===== config.mk =====
export PLATFORM = sky130hd
export DESIGN_NAME = dma_trig_ctrl
export DESIGN_NICKNAME = d
export VERILOG_FILES = /design/src/rtl/dma_trig_pkg.sv /design/src/rtl/dma_trig_regs.sv /design/src/rtl/dma_trig_select.sv /design/src/rtl/dma_trig_status.sv /design/src/rtl/dma_trig_ctrl.sv
export SDC_FILE = /design/constraint.sdc
export NUM_CORES = 1
export LEC_CHECK = 0
export BUFFER_PORTS_ARGS = -buffer_cell sky130_fd_sc_hd__buf_4
export CORE_UTILIZATION = 50
export CTS_BUF_LIST = sky130_fd_sc_hd__clkbuf_16
export CTS_CLUSTER_DIAMETER = 40
export DETAILED_ROUTE_END_ITERATION = 8
export GPL_TIMING_DRIVEN = 1
export PLACE_DENSITY = 0.85
export SETUP_SLACK_MARGIN = 0.1
export SLEW_MARGIN = 10
export SYNTH_ARGS = -nofsm -noshare
export SYNTH_HDL_FRONTEND = slang
export SYNTH_SLANG_ARGS = --single-unit

===== constraint.sdc =====
create_clock -name clk -period 2.33 [get_ports clk]
set_clock_uncertainty 0.05 [all_clocks]
set_input_delay 0.1165 -clock clk [delete_from_list [all_inputs] [get_ports clk]]
set_output_delay 0.1165 -clock clk [all_outputs]
set_load 0.05 [all_outputs]

===== src/rtl/dma_trig_pkg.sv =====
// Shared constants and helpers for the DMA start/finish controller.
// Assumes a five-bit source code; the source map is fixed by the spec.
package dma_trig_pkg;
    localparam int CODE_W    = 5;
    localparam int NUM_CODES = 1 << CODE_W;

    localparam logic [CODE_W-1:0] SRC_SOFT     = 5'd0;
    localparam logic [CODE_W-1:0] SRC_CHAIN    = 5'd1;
    localparam logic [CODE_W-1:0] SRC_GAP      = 5'd5;
    localparam logic [CODE_W-1:0] SRC_PIN_UP   = 5'd12;
    localparam logic [CODE_W-1:0] SRC_PIN_DOWN = 5'd13;
    localparam logic [CODE_W-1:0] SRC_LAST     = 5'd21;

    // True when the code selects a plain peripheral event pulse.
    function automatic logic src_is_periph(input logic [CODE_W-1:0] c);
        return (c > SRC_CHAIN) && (c <= SRC_LAST) && (c != SRC_GAP)
            && (c != SRC_PIN_UP) && (c != SRC_PIN_DOWN);
    endfunction

    // True when the code never starts a channel.
    function automatic logic src_is_dead(input logic [CODE_W-1:0] c);
        return (c == SRC_GAP) || (c > SRC_LAST);
    endfunction
endpackage


===== src/rtl/dma_trig_regs.sv =====
// Register file: per-channel configuration, one-shot request bits,
// global enable, and the write-one-to-clear strobes for the status logic.
// Assumes DATA_W covers both the channel count and CODE_W+1 bits.
module dma_trig_regs
    import dma_trig_pkg::*;
#(
    parameter int NCH    = 5,
    parameter int ADDR_W = 3,
    parameter int DATA_W = 6
) (
    input  logic                          clk,
    input  logic                          rst_n,
    input  logic                          wr_en,
    input  logic [ADDR_W-1:0]             wr_addr,
    input  logic [DATA_W-1:0]             wr_data,
    output logic [NCH-1:0][CODE_W-1:0]    cfg_code,
    output logic [NCH-1:0]                cfg_mask,
    output logic [NCH-1:0]                sw_req,
    output logic                          glb_en,
    output logic [NCH-1:0]                clr_status,
    output logic                          clr_shared
);
    localparam int A_REQ  = NCH;
    localparam int A_STAT = NCH + 1;
    localparam int A_CTRL = NCH + 2;

    logic           wr_req, wr_stat, wr_ctrl;
    logic [NCH-1:0] req_set;

    // Decode which shared register the current write targets.
    always_comb begin
        wr_req     = wr_en && (wr_addr == ADDR_W'(A_REQ));
        wr_stat    = wr_en && (wr_addr == ADDR_W'(A_STAT));
        wr_ctrl    = wr_en && (wr_addr == ADDR_W'(A_CTRL));
        req_set    = wr_req  ? wr_data[NCH-1:0] : '0;
        clr_status = wr_stat ? wr_data[NCH-1:0] : '0;
        clr_shared = wr_ctrl && wr_data[1];
    end

    genvar c;
    generate
        for (c = 0; c < NCH; c++) begin : g_cfg
            // Hold the source code and mask bit of one channel.
            always_ff @(posedge clk) begin
                if (!rst_n) begin
                    cfg_code[c] <= '0;
                    cfg_mask[c] <= 1'b0;
                end else if (wr_en && (wr_addr == ADDR_W'(c))) begin
                    cfg_code[c] <= wr_data[CODE_W-1:0];
                    cfg_mask[c] <= wr_data[CODE_W];
                end
            end
        end
    endgenerate

    // Request bits live for one cycle: set by a write, gone on the next edge.
    always_ff @(posedge clk) begin
        if (!rst_n) sw_req <= '0;
        else        sw_req <= req_set;
    end

    // Global interrupt enable in control bit 0.
    always_ff @(posedge clk) begin
        if (!rst_n)       glb_en <= 1'b0;
        else if (wr_ctrl) glb_en <= wr_data[0];
    end
endmodule


===== src/rtl/dma_trig_select.sv =====
// Per-channel source selection and start-pulse register.
// Assumes peripheral inputs are single-cycle pulses; pin inputs are
// synchronous levels whose edges are found here.
module dma_trig_select
    import dma_trig_pkg::*;
#(
    parameter int NCH = 5
) (
    input  logic                       clk,
    input  logic                       rst_n,
    input  logic [NCH-1:0][CODE_W-1:0] cfg_code,
    input  logic [NCH-1:0]             sw_req,
    input  logic [NUM_CODES-1:0]       periph_evt,
    input  logic                       pin_rise_in,
    input  logic                       pin_fall_in,
    input  logic [NCH-1:0]             ch_done,
    output logic [NCH-1:0]             trig_q
);
    logic rise_prev, fall_prev;
    logic pin_up, pin_down;

    // Remember the pin levels of the last cycle; in reset track them so
    // that no false edge appears when reset is released.
    always_ff @(posedge clk) begin
        rise_prev <= pin_rise_in;
        fall_prev <= pin_fall_in;
    end

    // Edge detection for the two pin sources.
    always_comb begin
        pin_up   = pin_rise_in & ~rise_prev;
        pin_down = ~pin_fall_in & fall_prev;
    end

    genvar c;
    generate
        for (c = 0; c < NCH; c++) begin : g_ch
            localparam int PREV = (c == 0) ? NCH - 1 : c - 1;
            logic hit;

            // Pick the event that the channel's code selects.
            always_comb begin
                if (cfg_code[c] == SRC_SOFT)          hit = sw_req[c];
                else if (cfg_code[c] == SRC_CHAIN)    hit = ch_done[PREV];
                else if (cfg_code[c] == SRC_PIN_UP)   hit = pin_up;
                else if (cfg_code[c] == SRC_PIN_DOWN) hit = pin_down;
                else if (src_is_periph(cfg_code[c]))  hit = periph_evt[cfg_code[c]];
                else                                  hit = 1'b0;
            end

            // Register the start pulse for the transfer engine.
            always_ff @(posedge clk) begin
                if (!rst_n) trig_q[c] <= 1'b0;
                else        trig_q[c] <= hit;
            end

            assert_soft_start_R1: assert property (@(posedge clk) disable iff (!rst_n)
                (cfg_code[c] == SRC_SOFT && sw_req[c]) |=> trig_q[c]);
            assert_chain_R2: assert property (@(posedge clk) disable iff (!rst_n)
                (cfg_code[c] == SRC_CHAIN && ch_done[PREV]) |=> trig_q[c]);
            assert_periph_R3: assert property (@(posedge clk) disable iff (!rst_n)
                (src_is_periph(cfg_code[c]) && periph_evt[cfg_code[c]]) |=> trig_q[c]);
            assert_dead_code_R5: assert property (@(posedge clk) disable iff (!rst_n)
                src_is_dead(cfg_code[c]) |=> !trig_q[c]);
        end
    endgenerate
endmodule


===== src/rtl/dma_trig_status.sv =====
// Completion flags per channel and the shared interrupt flag.
// Assumes clears arrive as write-one strobes; a finish beats a clear.
module dma_trig_status #(
    parameter int NCH = 5
) (
    input  logic           clk,
    input  logic           rst_n,
    input  logic [NCH-1:0] ch_done,
    input  logic [NCH-1:0] cfg_mask,
    input  logic [NCH-1:0] clr_status,
    input  logic           clr_shared,
    output logic [NCH-1:0] done_flags,
    output logic           shared_flag
);
    logic masked_done;

    // Any finish that is allowed to raise the shared flag.
    always_comb masked_done = |(ch_done & cfg_mask);

    // Per-channel flags: clear on write-one, set on finish (set wins).
    always_ff @(posedge clk) begin
        if (!rst_n) done_flags <= '0;
        else        done_flags <= (done_flags & ~clr_status) | ch_done;
    end

    // Shared flag: sticky until cleared, a masked finish wins the clear.
    always_ff @(posedge clk) begin
        if (!rst_n)          shared_flag <= 1'b0;
        else if (masked_done) shared_flag <= 1'b1;
        else if (clr_shared)  shared_flag <= 1'b0;
    end

    genvar c;
    generate
        for (c = 0; c < NCH; c++) begin : g_chk
            assert_flag_set_R6: assert property (@(posedge clk) disable iff (!rst_n)
                ch_done[c] |=> done_flags[c]);
            assert_flag_hold_R7: assert property (@(posedge clk) disable iff (!rst_n)
                (done_flags[c] && !clr_status[c]) |=> done_flags[c]);
        end
    endgenerate

    assert_shared_sticky_R8: assert property (@(posedge clk) disable iff (!rst_n)
        (shared_flag && !clr_shared) |=> shared_flag);
    assert_shared_quiet_R8: assert property (@(posedge clk) disable iff (!rst_n)
        (!shared_flag && !(|(ch_done & cfg_mask))) |=> !shared_flag);
endmodule


===== src/rtl/dma_trig_ctrl.sv =====
// Top of the DMA start/finish controller: registers, source selection,
// completion flags, read mux and the gated CPU request.
// Assumes NCH fits in the data word and the address space holds NCH+3 words.
module dma_trig_ctrl
    import dma_trig_pkg::*;
#(
    parameter int NCH    = 5,
    parameter int ADDR_W = $clog2(NCH + 3),
    parameter int DATA_W = (NCH > CODE_W + 1) ? NCH : CODE_W + 1
) (
    input  logic                 clk,
    input  logic                 rst_n,
    input  logic                 wr_en,
    input  logic [ADDR_W-1:0]    wr_addr,
    input  logic [DATA_W-1:0]    wr_data,
    input  logic [ADDR_W-1:0]    rd_addr,
    output logic [DATA_W-1:0]    rd_data,
    input  logic [NUM_CODES-1:0] periph_evt,
    input  logic                 pin_rise_in,
    input  logic                 pin_fall_in,
    input  logic [NCH-1:0]       ch_done,
    output logic [NCH-1:0]       trig_out,
    output logic                 cpu_irq
);
    localparam int A_REQ  = NCH;
    localparam int A_STAT = NCH + 1;
    localparam int A_CTRL = NCH + 2;

    logic [NCH-1:0][CODE_W-1:0] cfg_code;
    logic [NCH-1:0]             cfg_mask;
    logic [NCH-1:0]             sw_req;
    logic                       glb_en;
    logic [NCH-1:0]             clr_status;
    logic                       clr_shared;
    logic [NCH-1:0]             done_flags;
    logic                       shared_flag;

    dma_trig_regs #(.NCH(NCH), .ADDR_W(ADDR_W), .DATA_W(DATA_W)) u_regs (
        .clk        (clk),
        .rst_n      (rst_n),
        .wr_en      (wr_en),
        .wr_addr    (wr_addr),
        .wr_data    (wr_data),
        .cfg_code   (cfg_code),
        .cfg_mask   (cfg_mask),
        .sw_req     (sw_req),
        .glb_en     (glb_en),
        .clr_status (clr_status),
        .clr_shared (clr_shared)
    );

    dma_trig_select #(.NCH(NCH)) u_select (
        .clk         (clk),
        .rst_n       (rst_n),
        .cfg_code    (cfg_code),
        .sw_req      (sw_req),
        .periph_evt  (periph_evt),
        .pin_rise_in (pin_rise_in),
        .pin_fall_in (pin_fall_in),
        .ch_done     (ch_done),
        .trig_q      (trig_out)
    );

    dma_trig_status #(.NCH(NCH)) u_status (
        .clk         (clk),
        .rst_n       (rst_n),
        .ch_done     (ch_done),
        .cfg_mask    (cfg_mask),
        .clr_status  (clr_status),
        .clr_shared  (clr_shared),
        .done_flags  (done_flags),
        .shared_flag (shared_flag)
    );

    // Gate the shared flag with the global enable toward the CPU.
    always_comb cpu_irq = shared_flag & glb_en;

    // Read mux over configuration, request, status and control words.
    always_comb begin
        rd_data = '0;
        for (int i = 0; i < NCH; i++) begin
            if (rd_addr == ADDR_W'(i)) rd_data = DATA_W'({cfg_mask[i], cfg_code[i]});
        end
        if (rd_addr == ADDR_W'(A_REQ))  rd_data = DATA_W'(sw_req);
        if (rd_addr == ADDR_W'(A_STAT)) rd_data = DATA_W'(done_flags);
        if (rd_addr == ADDR_W'(A_CTRL)) rd_data = DATA_W'({shared_flag, glb_en});
    end

    assert_irq_needs_enable_R9: assert property (@(posedge clk) disable iff (!rst_n)
        (!glb_en && !(wr_en && wr_addr == ADDR_W'(A_CTRL))) |=> !cpu_irq);
endmodule


Word-level counts from Yosys, hierarchy flattened
Cells that the tools add are included.
{"block": "op_classes", "bitwise_logic": 9, "n_eq_ne": 44, "n_reduce_logical": 39, "mux": 46, "n_lt_le_gt_ge": 15}
{"cell": "== test 5 x 4 -> 1 bit (second input constant)", "n": 10}
{"cell": "inequality test 5 x 4 -> 1 bit (second input constant)", "n": 10}
{"cell": "2-to-1 mux 6 bit", "n": 8}
{"cell": "2-to-1 mux 1 bit", "n": 32}
{"cell": "less-than comparator 5 x 6 -> 1 bit (second input constant)", "n": 5}
{"cell": "logical AND 1 bit", "n": 29}
{"cell": "binary-select mux 1 bit (select 5 bit)", "n": 5}
{"cell": "== test 5 x 1 -> 1 bit (second input constant)", "n": 5}
{"cell": "greater-than comparator 5 x 1 -> 1 bit (second input constant)", "n": 5}
{"cell": "<= comparator 5 bit (second input constant)", "n": 5}
{"cell": "logical NOT 5 bit", "n": 5}
{"cell": "inequality test 5 x 3 -> 1 bit (second input constant)", "n": 5}
{"cell": "== test 3 bit (second input constant)", "n": 8}
{"cell": "== test 3 x 2 -> 1 bit (second input constant)", "n": 4}
{"cell": "AND 5 bit", "n": 2}
{"cell": "== test 3 x 1 -> 1 bit (second input constant)", "n": 2}
{"cell": "logical NOT 3 bit", "n": 2}
{"cell": "2-to-1 mux 5 bit", "n": 1}
{"cell": "NOT 5 bit", "n": 1}
{"cell": "OR 5 bit", "n": 1}
{"cell": "OR reduction 5 bit", "n": 1}
{"cell": "AND 1 bit", "n": 3}
{"cell": "NOT 1 bit", "n": 2}
{"cell": "AND reduction 2 bit", "n": 1}
{"cell": "nonzero test 2 bit", "n": 1}
{"block": "word_totals", "wordCells": 174, "reg_bits": 49, "in_bits": 54, "out_inout_bits": 12}

Longest topological paths before layout
{"block": "depth", "depth_word": 10, "ltp_mapped": 7}

Cells and area by module
A second synthesis with hierarchy kept.
{"block": "hier_totals", "hier_cells": 420, "hier_area_um2": 3738.6}
{"mod": "dma_trig_select", "instances": 1, "cells_per_inst": 219, "area_per_inst_um2": 1727.9, "seq_area_each_um2": 140.1}
{"mod": "dma_trig_regs", "instances": 1, "cells_per_inst": 138, "area_per_inst_um2": 1387.6, "seq_area_each_um2": 720.7}
{"mod": "dma_trig_ctrl", "instances": 1, "cells_per_inst": 41, "area_per_inst_um2": 384.1, "seq_area_each_um2": 0.0}
{"mod": "dma_trig_status", "instances": 1, "cells_per_inst": 22, "area_per_inst_um2": 239.0, "seq_area_each_um2": 120.1}

Worst setup path after synthesis
No wires, ideal clock.
{"block": "synth_timing", "kind": "input to output", "start": "input rd_addr[0]", "end": "output rd_data[5]", "n_path_buf": 1, "path_slack_ns": 0.512, "arrival_ns": 1.652, "path_stages": 2, "cell_sequence": "clkbuf_1 o32ai_1"}
{"block": "synth_via", "elab_chain_len": 9, "elab_cells_between_ends": 16, "classes_between": "eq/ne (7); mux (8); reduce/logical (1)"}
{"element": "start: declaration", "line_no": "dma_trig_ctrl.sv:16", "source": "input logic [ADDR_W-1:0] rd_addr,"}
{"element": "logical NOT 3 bit", "line_no": "dma_trig_ctrl.sv:82", "source": "if (rd_addr == ADDR_W'(i)) rd_data = DATA_W'({cfg_mask[i], cfg_code[i]});"}
{"element": "2-to-1 mux 6 bit (5 in series)", "line_no": "dma_trig_ctrl.sv:82"}
{"element": "2-to-1 mux 6 bit", "line_no": "dma_trig_ctrl.sv:84", "source": "if (rd_addr == ADDR_W'(A_REQ)) rd_data = DATA_W'(sw_req);"}
{"element": "2-to-1 mux 6 bit", "line_no": "dma_trig_ctrl.sv:85", "source": "if (rd_addr == ADDR_W'(A_STAT)) rd_data = DATA_W'(done_flags);"}
{"element": "2-to-1 mux 6 bit (*)", "line_no": "dma_trig_ctrl.sv:86", "source": "if (rd_addr == ADDR_W'(A_CTRL)) rd_data = DATA_W'({shared_flag, glb_en});"}
{"element": "end: declaration", "line_no": "dma_trig_ctrl.sv:17", "source": "output logic [DATA_W-1:0] rd_data,"}
Mark *: on every way between the ends. The rest lies on a longest branch, timed or not.

Worst setup path after layout
{"block": "layout_timing", "start": "input pin_rise_in", "end": "register u_select.trig_q[3]"}
{"block": "layout_via", "elab_chain_len": 4}
{"element": "start: declaration", "line_no": "dma_trig_ctrl.sv:19", "source": "input logic pin_rise_in,"}
{"element": "AND 1 bit", "line_no": "dma_trig_select.sv:31", "source": "pin_up = pin_rise_in & ~rise_prev;"}
{"element": "2-to-1 mux 1 bit", "line_no": "dma_trig_select.sv:45", "source": "else if (cfg_code[c] == SRC_PIN_UP) hit = pin_up;"}
{"element": "2-to-1 mux 1 bit", "line_no": "dma_trig_select.sv:44", "source": "else if (cfg_code[c] == SRC_CHAIN) hit = ch_done[PREV];"}
{"element": "2-to-1 mux 1 bit", "line_no": "dma_trig_select.sv:43", "source": "if (cfg_code[c] == SRC_SOFT) hit = sw_req[c];"}
{"element": "end signal: indexed assignment", "line_no": "dma_trig_select.sv:54", "source": "else trig_q[c] <= hit;"}
{"element": "end: declaration", "line_no": "dma_trig_select.sv:17", "source": "output logic [NCH-1:0] trig_q"}
No other way between the ends.
A chain may end at the register's enable or synchronous reset.

==> results.tsv <==
stage	metric	value	unit
routing	WL/cell	20.8	um
cts	CTS Hold Buffers Added	2	
die	Die W	86.9	um
synthesis	Post-Syn Nets	466	
routing	ANT nets after route	0	
cts	Reg clk slew, reported paths	0.06	ns
synthesis	Post-synth EDFFs	0	
sta	max_slew headroom	0.368	
cts	CTS sink cnt	49	
final_layout	Final Util	0.614	
power	Pleak	0.00157	uW
synthesis	synthesized cell area	3600	um^2
cts	post-cts resize count	0	
synthesis	post-synthesis instance total	412	
sta	Slew @ Worst Pin	0.935	ns
synthesis	FF+latch count, synth	49	
synthesis	Yosys cell types	60	
sta	Final min period	2.19	ns
cts	Inserted Clock Buffers	5	
synthesis	Avg Cell Area, Syn	8.74	um^2
routing	final WL	11.3	mm
critical_path	required time worst endpoint	2.45	ns
global_routing	largest net degree at the start of global routing	22	
die	Vert. Die Dim	86.9	um
sta	Final period util	0.938	
routing	DRC Markers	0	
synthesis	Async SR Flop Fraction	0	
critical_path	slowest CP cell	o41ai_1	
sta	Final Hold Fails	0	
critical_path	Startpoint Class	input pin	
critical_path	Crit Path Class	input pin to flip-flop	
critical_path	largest delay contributor family on the critical path	compound AO/OA/AOI/OAI gates	
critical_path	CP max FO	6	
sta	Final Setup Violations	0	
sta	Setup TNS Final	0	ns
cts	Clock Path Buffers	2	
cts	CTS tree	done	
cts	CTS H-tree lvls	2	
die	# IOs	66	
placement	gpl congestion	0.957	
power	worst vdd ir	0.403	mV
synthesis	Yosys top cell area share	0.272	
placement	dpl hpwl	8.25	mm
final_layout	Nets	503	
power	PD cells	496	nW/um^2
synthesis	synth top area cells	dfxtp_1 (27%), mux2i_1 (12%), mux4_2 (10%)	
cts	Root Driver	clkbuf_16	
critical_path	setup slack, reg-to-reg	0.24	ns
critical_path	arrival time at the worst endpoint	2.31	ns
critical_path	Bufs and invs on worst path	2	
synthesis	register area share after synthesis	0.272	
global_routing	first-pass GRT wire length	17.9	mm
die	Die Area	7550	um^2
final_layout	area grow syn2layout	17.1	%
critical_path	Crit path largest cell delay	0.63	ns
final_layout	layout cell share with drive strength beyond 1	0.243	
routing	Vias/cell	6.61	
synthesis	Synth Warn #	0	
routing	via count	3609	
sta	max-slew violation count	0	
synthesis	cell taking the most area after synthesis	dfxtp_1	
global_routing	initial antenna violation count	1	
status	outcome	complete, no violations	
cts	setup repair bufs after CTS	0	
sta	FMAX	457	MHz
routing	first-pass detailed-route iteration total	5	
sta	RSZ-0062 raised after global routing	false	
cts	clk_lat worst skew	0.29	ns
final_layout	area of the multi-input gates	2400	um^2
synthesis	Main synth FF type	dfxtp_1	
critical_path	critical-path cell list	dlygate4sd3_1 -> buf_4 -> nor2b_1 -> o41ai_1 -> o21ai_0 -> a221o_1	
flow_run	maxcap violations	0	
global_routing	GRT Residual Overflow	0	
final_layout	FF+latch area	981	um^2
critical_path	CP Capture Type	flip-flop	
global_routing	vias in the first global route	3438	
worst_hold_path	min-delay worst type	input pin to flip-flop	
synthesis	Post-synth top cells	nor2_1 (51), dfxtp_1 (49), mux2i_1 (43)	
die	Rows	30	
final_layout	Filler cells	579	
global_routing	total global-route track usage	0.315	
placement	PortBufs	55	
synthesis	top-count cell post-synth	nor2_1	
routing	DR iter-0 viols	459	
die	core area	6870	um^2
die	Initial Util	0.524	
-- per-layer routing --
metal / GRT usage / vias to the layer above / wire length [um]
li1: - / 1608 / -
met1: 0.401 / 1727 / 4480
met2: 0.510 / 237 / 5360
met3: 0.0701 / 37 / 1120
met4: 0.148 / 0 / 388
met5: 0 / - / 0
-- kinds of logic after synthesis --
| kind of cell | after synthesis | share of synthesized area |
|---|---|---|
| buffers and inverters | 49 | 0.0625 |
| DFF | 49 | 0.272 |
| and+or+nand+nor | 149 | 0.214 |
| AOI/OAI and AO/OA | 91 | 0.172 |
| muxes | 74 | 0.279 |
-- area by class of cell --
class	instances	area share
multi-input cells	314	0.568
flip-flops and latches	49	0.233
repair buffers	68	0.122
clock buffers	5	0.0297
well taps	96	0.0285
inverters	11	0.00979
clock inverters	2	0.00831
diodes	1	0.000593
-- flip-flops by register name, summed over array words and instances, names as in the netlist --
| name | flops |
|---|---|
| u_status.done_flags | 5 |
| u_regs.cfg_mask | 5 |
| u_regs.glb_en | 1 |
| u_regs.sw_req | 5 |
| u_select.rise_prev | 1 |
| u_status.shared_flag | 1 |
| u_select.fall_prev | 1 |
| u_select.trig_q | 5 |
| u_regs.cfg_code | 25 |
-- power breakdown --
group	switching [uW]	internal [uW]
Combinational	214	179
Sequential	36.7	864
Clock	301	498
-- stage by stage --
stage	setup slack, ns	hold WS (ns)	power (uW)	cell area (um^2)	std cells
floorplan	0.512	0.0942	1130	3600	412
global placement	0.396	0.178	1290	4030	536
detailed placement	0.306	0.181	1300	4030	536
CTS	0.243	0.0281	2090	4210	545
global route	0.190	0.0312	2160	4210	545
finish	0.144	0.0259	2090	4220	546
-- path summary, 6_finish.rpt --
kind / start / endpoint / depth (start not counted)
hold / removal: ch_done[1] / u_status.done_flags[1]$_SDFF_PN0_ / 3
setup reg to reg: u_regs.cfg_code[1]$_SDFFE_PN0P_ / u_select.trig_q[0]$_SDFF_PN0_ / 5
setup / recovery: pin_rise_in / u_select.trig_q[3]$_SDFF_PN0_ / 6
hold reg to reg: u_status.done_flags[0]$_SDFF_PN0_ / u_status.done_flags[0]$_SDFF_PN0_ / 2
-- placed cells by master (no fill, tap or decap), drive strengths merged, types with 5 or more instances in the layout --
master and instances:
a21oi 24, a31oi 6, and2 8, buf 66
clkbuf 5, dfxtp 49, inv 10, mux2 12
mux2i 43, mux4 19, nand2 32, nand2b 9
nor2 51, nor2b 12, nor3b 7, o21ai 18
-- worst reg2reg max path, delay by kind of cell, from the launching register on --
kind             cells  cell delay, ns
multiplexers         2            0.70
AND/OR/NAND/NOR      1            0.34
flip-flops           1            0.60
AO/OA/AOI/OAI        2            0.31
(Power assumes the default switching activity.)
